<file path="src/rtl/sysexc_pkg.sv">
package sysexc_pkg;

    // Response state machine states.
    typedef enum logic [1:0] {
        RSP_IDLE  = 2'd0,
        RSP_DONE  = 2'd1,
        RSP_FAULT = 2'd2
    } rsp_state_e;

    localparam int unsigned WORD_W = 32;
    localparam int unsigned NUM_EXC = 3;

    // Index of each exception in the pending vector.
    localparam int unsigned IDX_TICK  = 0;
    localparam int unsigned IDX_DEFER = 1;
    localparam int unsigned IDX_NMI   = 2;

    // Bit positions that software decodes.
    localparam int unsigned NMI_SET_BIT   = 31;
    localparam int unsigned DEFER_SET_BIT = 28;
    localparam int unsigned DEFER_CLR_BIT = 27;
    localparam int unsigned TICK_SET_BIT  = 26;
    localparam int unsigned TICK_CLR_BIT  = 25;
    localparam int unsigned PREEMPT_BIT   = 23;
    localparam int unsigned ANYPEND_BIT   = 22;
    localparam int unsigned PENDNUM_LSB   = 12;
    localparam int unsigned BASERET_BIT   = 11;

endpackage

</file>
<file path="src/rtl/sysexc_pend_cell.sv">
module sysexc_pend_cell #(
    parameter bit HAS_CLR = 1'b1
) (
    input  logic clk,
    input  logic rst_n,
    input  logic set_i,
    input  logic clr_i,
    input  logic enter_i,
    output logic pend_o
);

    logic clr_eff;
    assign clr_eff = HAS_CLR ? clr_i : 1'b0;

    // Priority: a software clear beats a software set.
    // A software set beats the handler-entry strobe.
    always_ff @(posedge clk or negedge rst_n) begin
        if (!rst_n) begin
            pend_o <= 1'b0;
        end else if (set_i && !clr_eff) begin
            pend_o <= 1'b1;
        end else if (clr_eff || enter_i) begin
            pend_o <= 1'b0;
        end
    end

    assert_set_wins_R7: assert property (@(posedge clk) disable iff (!rst_n)
        (set_i && !clr_eff) |=> pend_o);

    assert_enter_clears_R3: assert property (@(posedge clk) disable iff (!rst_n)
        (enter_i && !set_i) |=> !pend_o);

    assert_idle_holds_R2: assert property (@(posedge clk) disable iff (!rst_n)
        (!set_i && !clr_eff && !enter_i) |=> $stable(pend_o));

    generate
        if (HAS_CLR) begin : g_clr_chk
            assert_clear_beats_set_R6: assert property (@(posedge clk) disable iff (!rst_n)
                clr_i |=> !pend_o);
        end
    endgenerate

endmodule

</file>
<file path="src/rtl/sysexc_bus_fsm.sv">
module sysexc_bus_fsm
    import sysexc_pkg::*;
(
    input  logic              clk,
    input  logic              rst_n,
    input  logic              acc_valid,
    input  logic              acc_write,
    input  logic              acc_priv,
    input  logic [WORD_W-1:0] rd_word,
    output logic              wr_ok,
    output logic              rsp_valid,
    output logic              rsp_err,
    output logic [WORD_W-1:0] rsp_rdata
);

    rsp_state_e state_q, state_d;
    logic [WORD_W-1:0] rdata_q;

    // A write only takes effect when it is privileged.
    assign wr_ok = acc_valid && acc_write && acc_priv;

    // Next state: the same three transitions apply from every state.
    always_comb begin
        state_d = RSP_IDLE;
        unique case (state_q)
            RSP_IDLE, RSP_DONE, RSP_FAULT: begin
                if (!acc_valid)     state_d = RSP_IDLE;
                else if (!acc_priv) state_d = RSP_FAULT;
                else                state_d = RSP_DONE;
            end
            default: state_d = RSP_IDLE;
        endcase
    end

    always_ff @(posedge clk or negedge rst_n) begin
        if (!rst_n) begin
            state_q <= RSP_IDLE;
            rdata_q <= '0;
        end else begin
            state_q <= state_d;
            rdata_q <= (acc_valid && acc_priv && !acc_write) ? rd_word : '0;
        end
    end

    // Outputs are decoded from the state register.
    always_comb begin
        rsp_valid = 1'b0;
        rsp_err   = 1'b0;
        rsp_rdata = '0;
        unique case (state_q)
            RSP_IDLE: begin
                rsp_valid = 1'b0;
            end
            RSP_DONE: begin
                rsp_valid = 1'b1;
                rsp_rdata = rdata_q;
            end
            RSP_FAULT: begin
                rsp_valid = 1'b1;
                rsp_err   = 1'b1;
            end
            default: rsp_valid = 1'b0;
        endcase
    end

    assert_access_answered_R10: assert property (@(posedge clk) disable iff (!rst_n)
        acc_valid |=> rsp_valid);

    assert_no_spurious_rsp_R10: assert property (@(posedge clk) disable iff (!rst_n)
        !acc_valid |=> !rsp_valid);

    assert_unpriv_faults_R9: assert property (@(posedge clk) disable iff (!rst_n)
        (acc_valid && !acc_priv) |=> (rsp_err && rsp_rdata == '0));

    assert_write_reads_zero_R10: assert property (@(posedge clk) disable iff (!rst_n)
        (acc_valid && acc_write) |=> (rsp_rdata == '0));

endmodule

</file>
<file path="src/rtl/sysexc_read_pack.sv">
module sysexc_read_pack
    import sysexc_pkg::*;
#(
    parameter int unsigned ACT_W  = 9,
    parameter int unsigned PEND_W = 7
) (
    input  logic [NUM_EXC-1:0] pend_vec,
    input  logic [ACT_W-1:0]   act_num,
    input  logic [PEND_W-1:0]  top_pend_num,
    input  logic               any_irq_pend,
    input  logic               preempted,
    input  logic               base_return,
    output logic [WORD_W-1:0]  word_o
);

    // The field widths must fit below their neighbours.
    localparam bit ACT_FITS  = (ACT_W <= BASERET_BIT);
    localparam bit PEND_FITS = (PENDNUM_LSB + PEND_W <= ANYPEND_BIT);

    generate
        if (!ACT_FITS || !PEND_FITS) begin : g_bad_widths
            initial $error("sysexc_read_pack: status field widths overlap");
        end
    endgenerate

    // Reserved bits and the write-only clear bits read 0.
    always_comb begin
        word_o = '0;
        word_o[NMI_SET_BIT]   = pend_vec[IDX_NMI];
        word_o[DEFER_SET_BIT] = pend_vec[IDX_DEFER];
        word_o[TICK_SET_BIT]  = pend_vec[IDX_TICK];
        word_o[PREEMPT_BIT]   = preempted;
        word_o[ANYPEND_BIT]   = any_irq_pend;
        word_o[PENDNUM_LSB +: PEND_W] = top_pend_num;
        word_o[BASERET_BIT]   = base_return;
        word_o[0 +: ACT_W]    = act_num;
    end

    always_comb begin
        assert_clr_bits_read_zero_R8: assert (word_o[DEFER_CLR_BIT] == 1'b0 && word_o[TICK_CLR_BIT] == 1'b0);
    end

endmodule

</file>
<file path="src/rtl/sysexc_pend_reg.sv">
module sysexc_pend_reg
    import sysexc_pkg::*;
#(
    parameter int unsigned ACT_W  = 9,
    parameter int unsigned PEND_W = 7
) (
    input  logic              clk,
    input  logic              rst_n,
    input  logic              bus_valid,
    input  logic              bus_write,
    input  logic              bus_priv,
    input  logic [31:0]       bus_wdata,
    output logic              rsp_valid,
    output logic              rsp_err,
    output logic [31:0]       rsp_rdata,
    input  logic              nmi_enter,
    input  logic              defer_enter,
    input  logic              tick_enter,
    input  logic [ACT_W-1:0]  act_num,
    input  logic [PEND_W-1:0] top_pend_num,
    input  logic              any_irq_pend,
    input  logic              preempted,
    input  logic              base_return,
    output logic              nmi_pend,
    output logic              defer_pend,
    output logic              tick_pend
);

    logic                wr_ok;
    logic [NUM_EXC-1:0]  set_vec, clr_vec, enter_vec, pend_vec;
    logic [WORD_W-1:0]   rd_word;
    logic                unused_wdata_bits;

    // Decode the write into per-exception set and clear requests.
    always_comb begin
        set_vec = '0;
        clr_vec = '0;
        set_vec[IDX_NMI]   = wr_ok && bus_wdata[NMI_SET_BIT];
        set_vec[IDX_DEFER] = wr_ok && bus_wdata[DEFER_SET_BIT];
        clr_vec[IDX_DEFER] = wr_ok && bus_wdata[DEFER_CLR_BIT];
        set_vec[IDX_TICK]  = wr_ok && bus_wdata[TICK_SET_BIT];
        clr_vec[IDX_TICK]  = wr_ok && bus_wdata[TICK_CLR_BIT];
    end

    assign unused_wdata_bits = ^{bus_wdata[30:29], bus_wdata[24:0]};

    assign enter_vec[IDX_NMI]   = nmi_enter;
    assign enter_vec[IDX_DEFER] = defer_enter;
    assign enter_vec[IDX_TICK]  = tick_enter;

    // One pending cell per exception. The NMI cell has no clear bit.
    generate
        for (genvar i = 0; i < NUM_EXC; i++) begin : g_cell
            sysexc_pend_cell #(
                .HAS_CLR (i != IDX_NMI)
            ) u_cell (
                .clk     (clk),
                .rst_n   (rst_n),
                .set_i   (set_vec[i]),
                .clr_i   (clr_vec[i]),
                .enter_i (enter_vec[i]),
                .pend_o  (pend_vec[i])
            );
        end
    endgenerate

    sysexc_read_pack #(
        .ACT_W  (ACT_W),
        .PEND_W (PEND_W)
    ) u_pack (
        .pend_vec     (pend_vec),
        .act_num      (act_num),
        .top_pend_num (top_pend_num),
        .any_irq_pend (any_irq_pend),
        .preempted    (preempted),
        .base_return  (base_return),
        .word_o       (rd_word)
    );

    sysexc_bus_fsm u_fsm (
        .clk       (clk),
        .rst_n     (rst_n),
        .acc_valid (bus_valid),
        .acc_write (bus_write),
        .acc_priv  (bus_priv),
        .rd_word   (rd_word),
        .wr_ok     (wr_ok),
        .rsp_valid (rsp_valid),
        .rsp_err   (rsp_err),
        .rsp_rdata (rsp_rdata)
    );

    assign nmi_pend   = pend_vec[IDX_NMI];
    assign defer_pend = pend_vec[IDX_DEFER];
    assign tick_pend  = pend_vec[IDX_TICK];

    assert_unpriv_no_change_R9: assert property (@(posedge clk) disable iff (!rst_n)
        (bus_valid && !bus_priv && !nmi_enter && !defer_enter && !tick_enter)
        |=> $stable({nmi_pend, defer_pend, tick_pend}));

    assert_nmi_only_by_write_R2: assert property (@(posedge clk) disable iff (!rst_n)
        $rose(nmi_pend) |-> $past(bus_valid && bus_write && bus_priv && bus_wdata[NMI_SET_BIT]));

endmodule

</file>
<file path="config.mk">
export PLATFORM = sky130hd
export DESIGN_NAME = sysexc_pend_reg
export DESIGN_NICKNAME = d
export VERILOG_FILES = /design/src/rtl/sysexc_pkg.sv /design/src/rtl/sysexc_pend_cell.sv /design/src/rtl/sysexc_bus_fsm.sv /design/src/rtl/sysexc_read_pack.sv /design/src/rtl/sysexc_pend_reg.sv
export SDC_FILE = /design/constraint.sdc
export NUM_CORES = 1
export LEC_CHECK = 0
export BUFFER_PORTS_ARGS = -buffer_cell sky130_fd_sc_hd__clkbuf_2
export CAP_MARGIN = 40
export CORE_MARGIN = 2
export CORE_UTILIZATION = 30
export DETAILED_ROUTE_END_ITERATION = 8
export PLACE_DENSITY = 0.65
export SLEW_MARGIN = 20
export SYNTH_ARGS = -nofsm -noshare
export SYNTH_HDL_FRONTEND = slang
export SYNTH_HIERARCHICAL = 1
export SYNTH_SLANG_ARGS = --single-unit
</file>
<file path="constraint.sdc">
create_clock -name clk -period 2.9 [get_ports clk]
set_clock_uncertainty 0.15 [all_clocks]
set_input_delay 0.145 -clock clk [delete_from_list [all_inputs] [get_ports clk]]
set_output_delay 0.145 -clock clk [all_outputs]
set_load 0.02 [all_outputs]
</file>
Word-level counts from Yosys, hierarchy flattened
Cells that the tools add are included.
{ "word_totals": {"wordCells": 42, "inputBits": 59, "reg_bits": 37, "output_inout_bits": 37} }
{ "classes": {"muxes": 13, "n_reduce_logical": 22, "n_eq_ne": 2} }
{ "ops": {"columns": ["cell", "n"], "rows": [
  ["32-bit two-way mux", 2],
  ["1-bit logical AND", 11],
  ["1-bit two-way mux", 8],
  ["2-bit two-way mux", 3],
  ["2-bit nonzero test", 3],
  ["1-bit logical NOT", 3],
  ["3-bit OR reduction", 1],
  ["2-bit by 1-bit == test with 1-bit output (second input constant)", 1],
  ["2-bit == test (second input constant)", 1],
  ["2-bit logical NOT", 1],
  ["1-bit logical OR", 2],
  ["2-bit OR reduction", 1]
]} }

Longest topological paths before layout
{ "depth": {"ltp_word": 6, "ltp_mapped": 5, "ltp_nobuf": 4} }

Modules after synthesis
Netlist, hierarchy kept.
{ "modules_own_cells": {"columns": ["mod", "cells_per_inst", "area_each_um2", "n_inst"], "rows": [
  ["sysexc_bus_fsm", 119, 1539.0, 1],
  ["sysexc_read_pack", 33, 244.0, 1],
  ["sysexc_pend_cell at g_cell[0].u_cell ...", 4, 43.8, 2],
  ["sysexc_pend_cell at g_cell[2].u_cell", 3, 36.3, 1],
  ["sysexc_pend_reg", 6, 35.0, 1]
]} }

Worst setup path before layout
OpenSTA, ideal clock, no wires.
{ "synth_path": {"kind": "register to output", "from": "register u_fsm.state_q[1]", "to": "output port rsp_rdata[10]", "n_path_buf": 1, "required_time_ps": 2605, "stages_incl_launch_ff": 5, "arrival_ps": 982, "path_slack_ps": 1623, "path_cell_list": "dfrtp_1 > inv_1 > ha_1 > buf_2 > and2_1"} }
{ "synth_via": {"elab_chain_len": 2} }
{ "synth_rtl": {"columns": ["item", "line_no", "rtl"], "rows": [
  ["start, declared", "sysexc_bus_fsm.sv:16", "rsp_state_e state_q, state_d;"],
  ["start signal, assigned", "sysexc_bus_fsm.sv:40", "state_q <= state_d;"],
  ["2-bit by 1-bit == test with 1-bit output", "sysexc_bus_fsm.sv:50", "unique case (state_q)"],
  ["32-bit two-way mux", "sysexc_bus_fsm.sv:50", null],
  ["end, declared", "sysexc_pend_reg.sv:15", "output logic [31:0] rsp_rdata,"]
]} }
Every way passes these cells.

Worst setup path in the final report
{ "layout_path": {"from": "register u_fsm.state_q[1]", "to": "output port rsp_rdata[5]"} }
The elaborated chain is that of the path after synthesis.

==> metrics.md <==
| Metric | Value |
|---|---|
| Syn_area_per_cell | 11.5 um^2 |
| Post-CTS sizing | 0 |
| Worst setup endpoint | rsp_rdata[5] |
| Clock Latency Late Sink | 0.28 ns |
| # DRC | 0 |
| Antenna violations before repair | 0 |
| Placed cells | 280 |
| Worst-path cell chain | inv_1 -> ha_1 -> buf_4 -> and2_1 -> clkbuf_2 |
| Sink Count | 37 |
| Via-to-Cell Ratio | 4.24 |
| Vias in the first global route | 1292 |
| Setup_tns | 0 ns |
| FF-to-FF End | g_cell[2].u_cell/pend_o$_DFFE_PN0P_ |
| Gr usage total | 10.8% |
| Power Dens Cells | 416 mW/mm^2 |
| Die ar. | 0.00712 mm^2 |
| Crit-path max cell delay | 0.40 ns |
| GPL Wtd Cong | 0.650 |
| Worst Hold Depth | 2 |
| Tightest Pin Transition | 0.595 ns |
| Htree depth | 2 |
| Pwr Total | 1.02 mW |
| Slowest CP cell | dfrtp_1 |
| RSZ-0062 raised after global routing | false |
| Ant diodes | 0 |
| Post-CTS Setup Repair Bufs | 0 |
| Fillers | 640 |
| Routed WL per cell | 11.5 um |
| Post-place setup slack | 1.13 ns |
| CTS root buf | clkbuf_8 |
| Slew Viols, Final | 0 |
| Num CTS Buffers | 5 |
| Synth Instances | 168 |
| Status | finished clean |
| Final Hold Viols | 0 |
| Die H | 84.4 um |
| Synth warnings | 6 |
| Worst reg2reg path depth | 2 |
| Largest net degree at the start of global routing | 36 |
| Routed Wire Length | 3570 um |
| Leakage | 1.38 nW |
| Post-layout util | 38.7% |
| Routed Antenna Nets | 0 |
| Critical path class | reg -> out |
| Max-Cap Viols | 0 |
| Reg-to-reg setup timing slack | 1.51 ns |
| Drt pass-1 iters | 3 |
| Fmax | 0.500 GHz |
| Crit path from | u_fsm/state_q[1]$_DFF_PN0_ |
| Crit start category | flop |
| CP max FO | 20 |
| Critical path capture point type | primary output |
| RR Startpoint | g_cell[2].u_cell/pend_o$_DFFE_PN0P_ |
| Post-layout nets | 296 |
| Layout cells sized above 1 | 35.5% |
| Crit path time final | 2.00 ns |
| Final period util | 69.0% |
| Clock buffer depth | 2 |
| Slew margin rel. | 60.3% |
| Port Buf Inserts | 68 |
| Delay-heaviest family, CP | buffers and inverters |
| CP Buf/Inv Count | 3 |
| 1st-iter DRT viols | 27 |
| I/O Pins | 96 |
| Critical path depth | 5 |
| Initial core utilization | 30.7% |
| Reg clk slew, reported paths | 0.07 ns |
| Worst setup slack after layout | 0.898 ns |
| WP data required | 2.61 ns |
| Crit path DAT | 1.71 ns |
| Peak VDD IR | 0.194 mV |
| Die span in x | 84.4 um |
| Core Area | 0.00631 mm^2 |
| Vias | 1320 |
| Final setup violating endpoints | 0 |
| Final Non-Filler Cells | 311 |
| CTS tree | done |
| Tightest Hold Check Type | in -> reg |
| Area Overhead vs Synth | 26.1% |
| Global-route wire length before repair | 6130 um |
| GRT overflow | 0 |
| Post-Syn Area | 0.00194 mm^2 |
| Rows | 29 |
[cell usage in the layout, fill, tap and decap left out]
| master | n |
|---|---|
| a21oi_2 | 2 |
| dfrtp_1 | 37 |
| and3_2 | 1 |
| a21o_1 | 1 |
| nand2b_1 | 2 |
| and4b_1 | 29 |
| and4b_2 | 3 |
| inv_1 | 6 |
| buf_16 | 1 |
| dlygate4sd3_1 | 24 |
| clkbuf_1 | 1 |
| and2_1 | 37 |
| conb_1 | 10 |
| clkbuf_2 | 68 |
| and3b_1 | 1 |
| buf_4 | 1 |
| clkbuf_8 | 6 |
| nor3b_2 | 1 |
| ha_1 | 3 |
[power breakdown]
| group | switching, mW | internal, mW |
|---|---|---|
| logic | 0.0630 | 0.0642 |
| clock network | 0.166 | 0.188 |
| registers | 0.00504 | 0.530 |
| total | 0.234 | 0.783 |
[cell type report]
| type | count | area, um^2 | share of cell area, % |
|---|---|---|---|
| well taps | 77 | 96.3 | 3.94 |
| flip-flops and latches | 37 | 926 | 37.9 |
| inverters | 6 | 22.5 | 0.922 |
| repair buffers | 94 | 616 | 25.2 |
| multi-input cells | 90 | 697 | 28.5 |
| clock buffers | 7 | 86.3 | 3.53 |
[routing by layer]
metal	share of wire, %	vias up	track usage [%]
met1	42	627	12.8
met5	0	-	0
li1	-	648	-
met4	1.4	0	3.90
met2	52	41	19.0
met3	4.8	4	2.75
[worst min path at each step]
stage | startpoint | endpoint
floorplan | rst_n | g_cell[0].u_cell/pend_o$_DFFE_PN0P_
global placement | rst_n | u_fsm/rdata_q[9]$_DFF_PN0_
detailed placement | rst_n | u_fsm/rdata_q[7]$_DFF_PN0_
CTS | act_num[0] | u_fsm/rdata_q[0]$_DFF_PN0_
global route | act_num[0] | u_fsm/rdata_q[0]$_DFF_PN0_
finish | act_num[0] | u_fsm/rdata_q[0]$_DFF_PN0_
[sequential cells by signal, indices dropped and copies added (netlist names)]
name / count
u_fsm/state_q: 2
g_cell.u_cell/pend_o: 3
u_fsm/rdata_q: 32
[stage by stage]
stage               instance area, um^2  hold WS, ns
finish                             2440       0.0200
global route                       2440       0.0225
CTS                                2440      0.00312
detailed placement                 2120      -0.0284
global placement                   2090        0.164
floorplan                          1970       -0.301
[what timing repair did]
item / 4_1_cts / 5_1_grt
hold buffers: 24 / 0
hold endpoints to repair: 36 / 0
endpoints found under the setup margin: 0 / 0
Power figures use the tool's default switching activity.
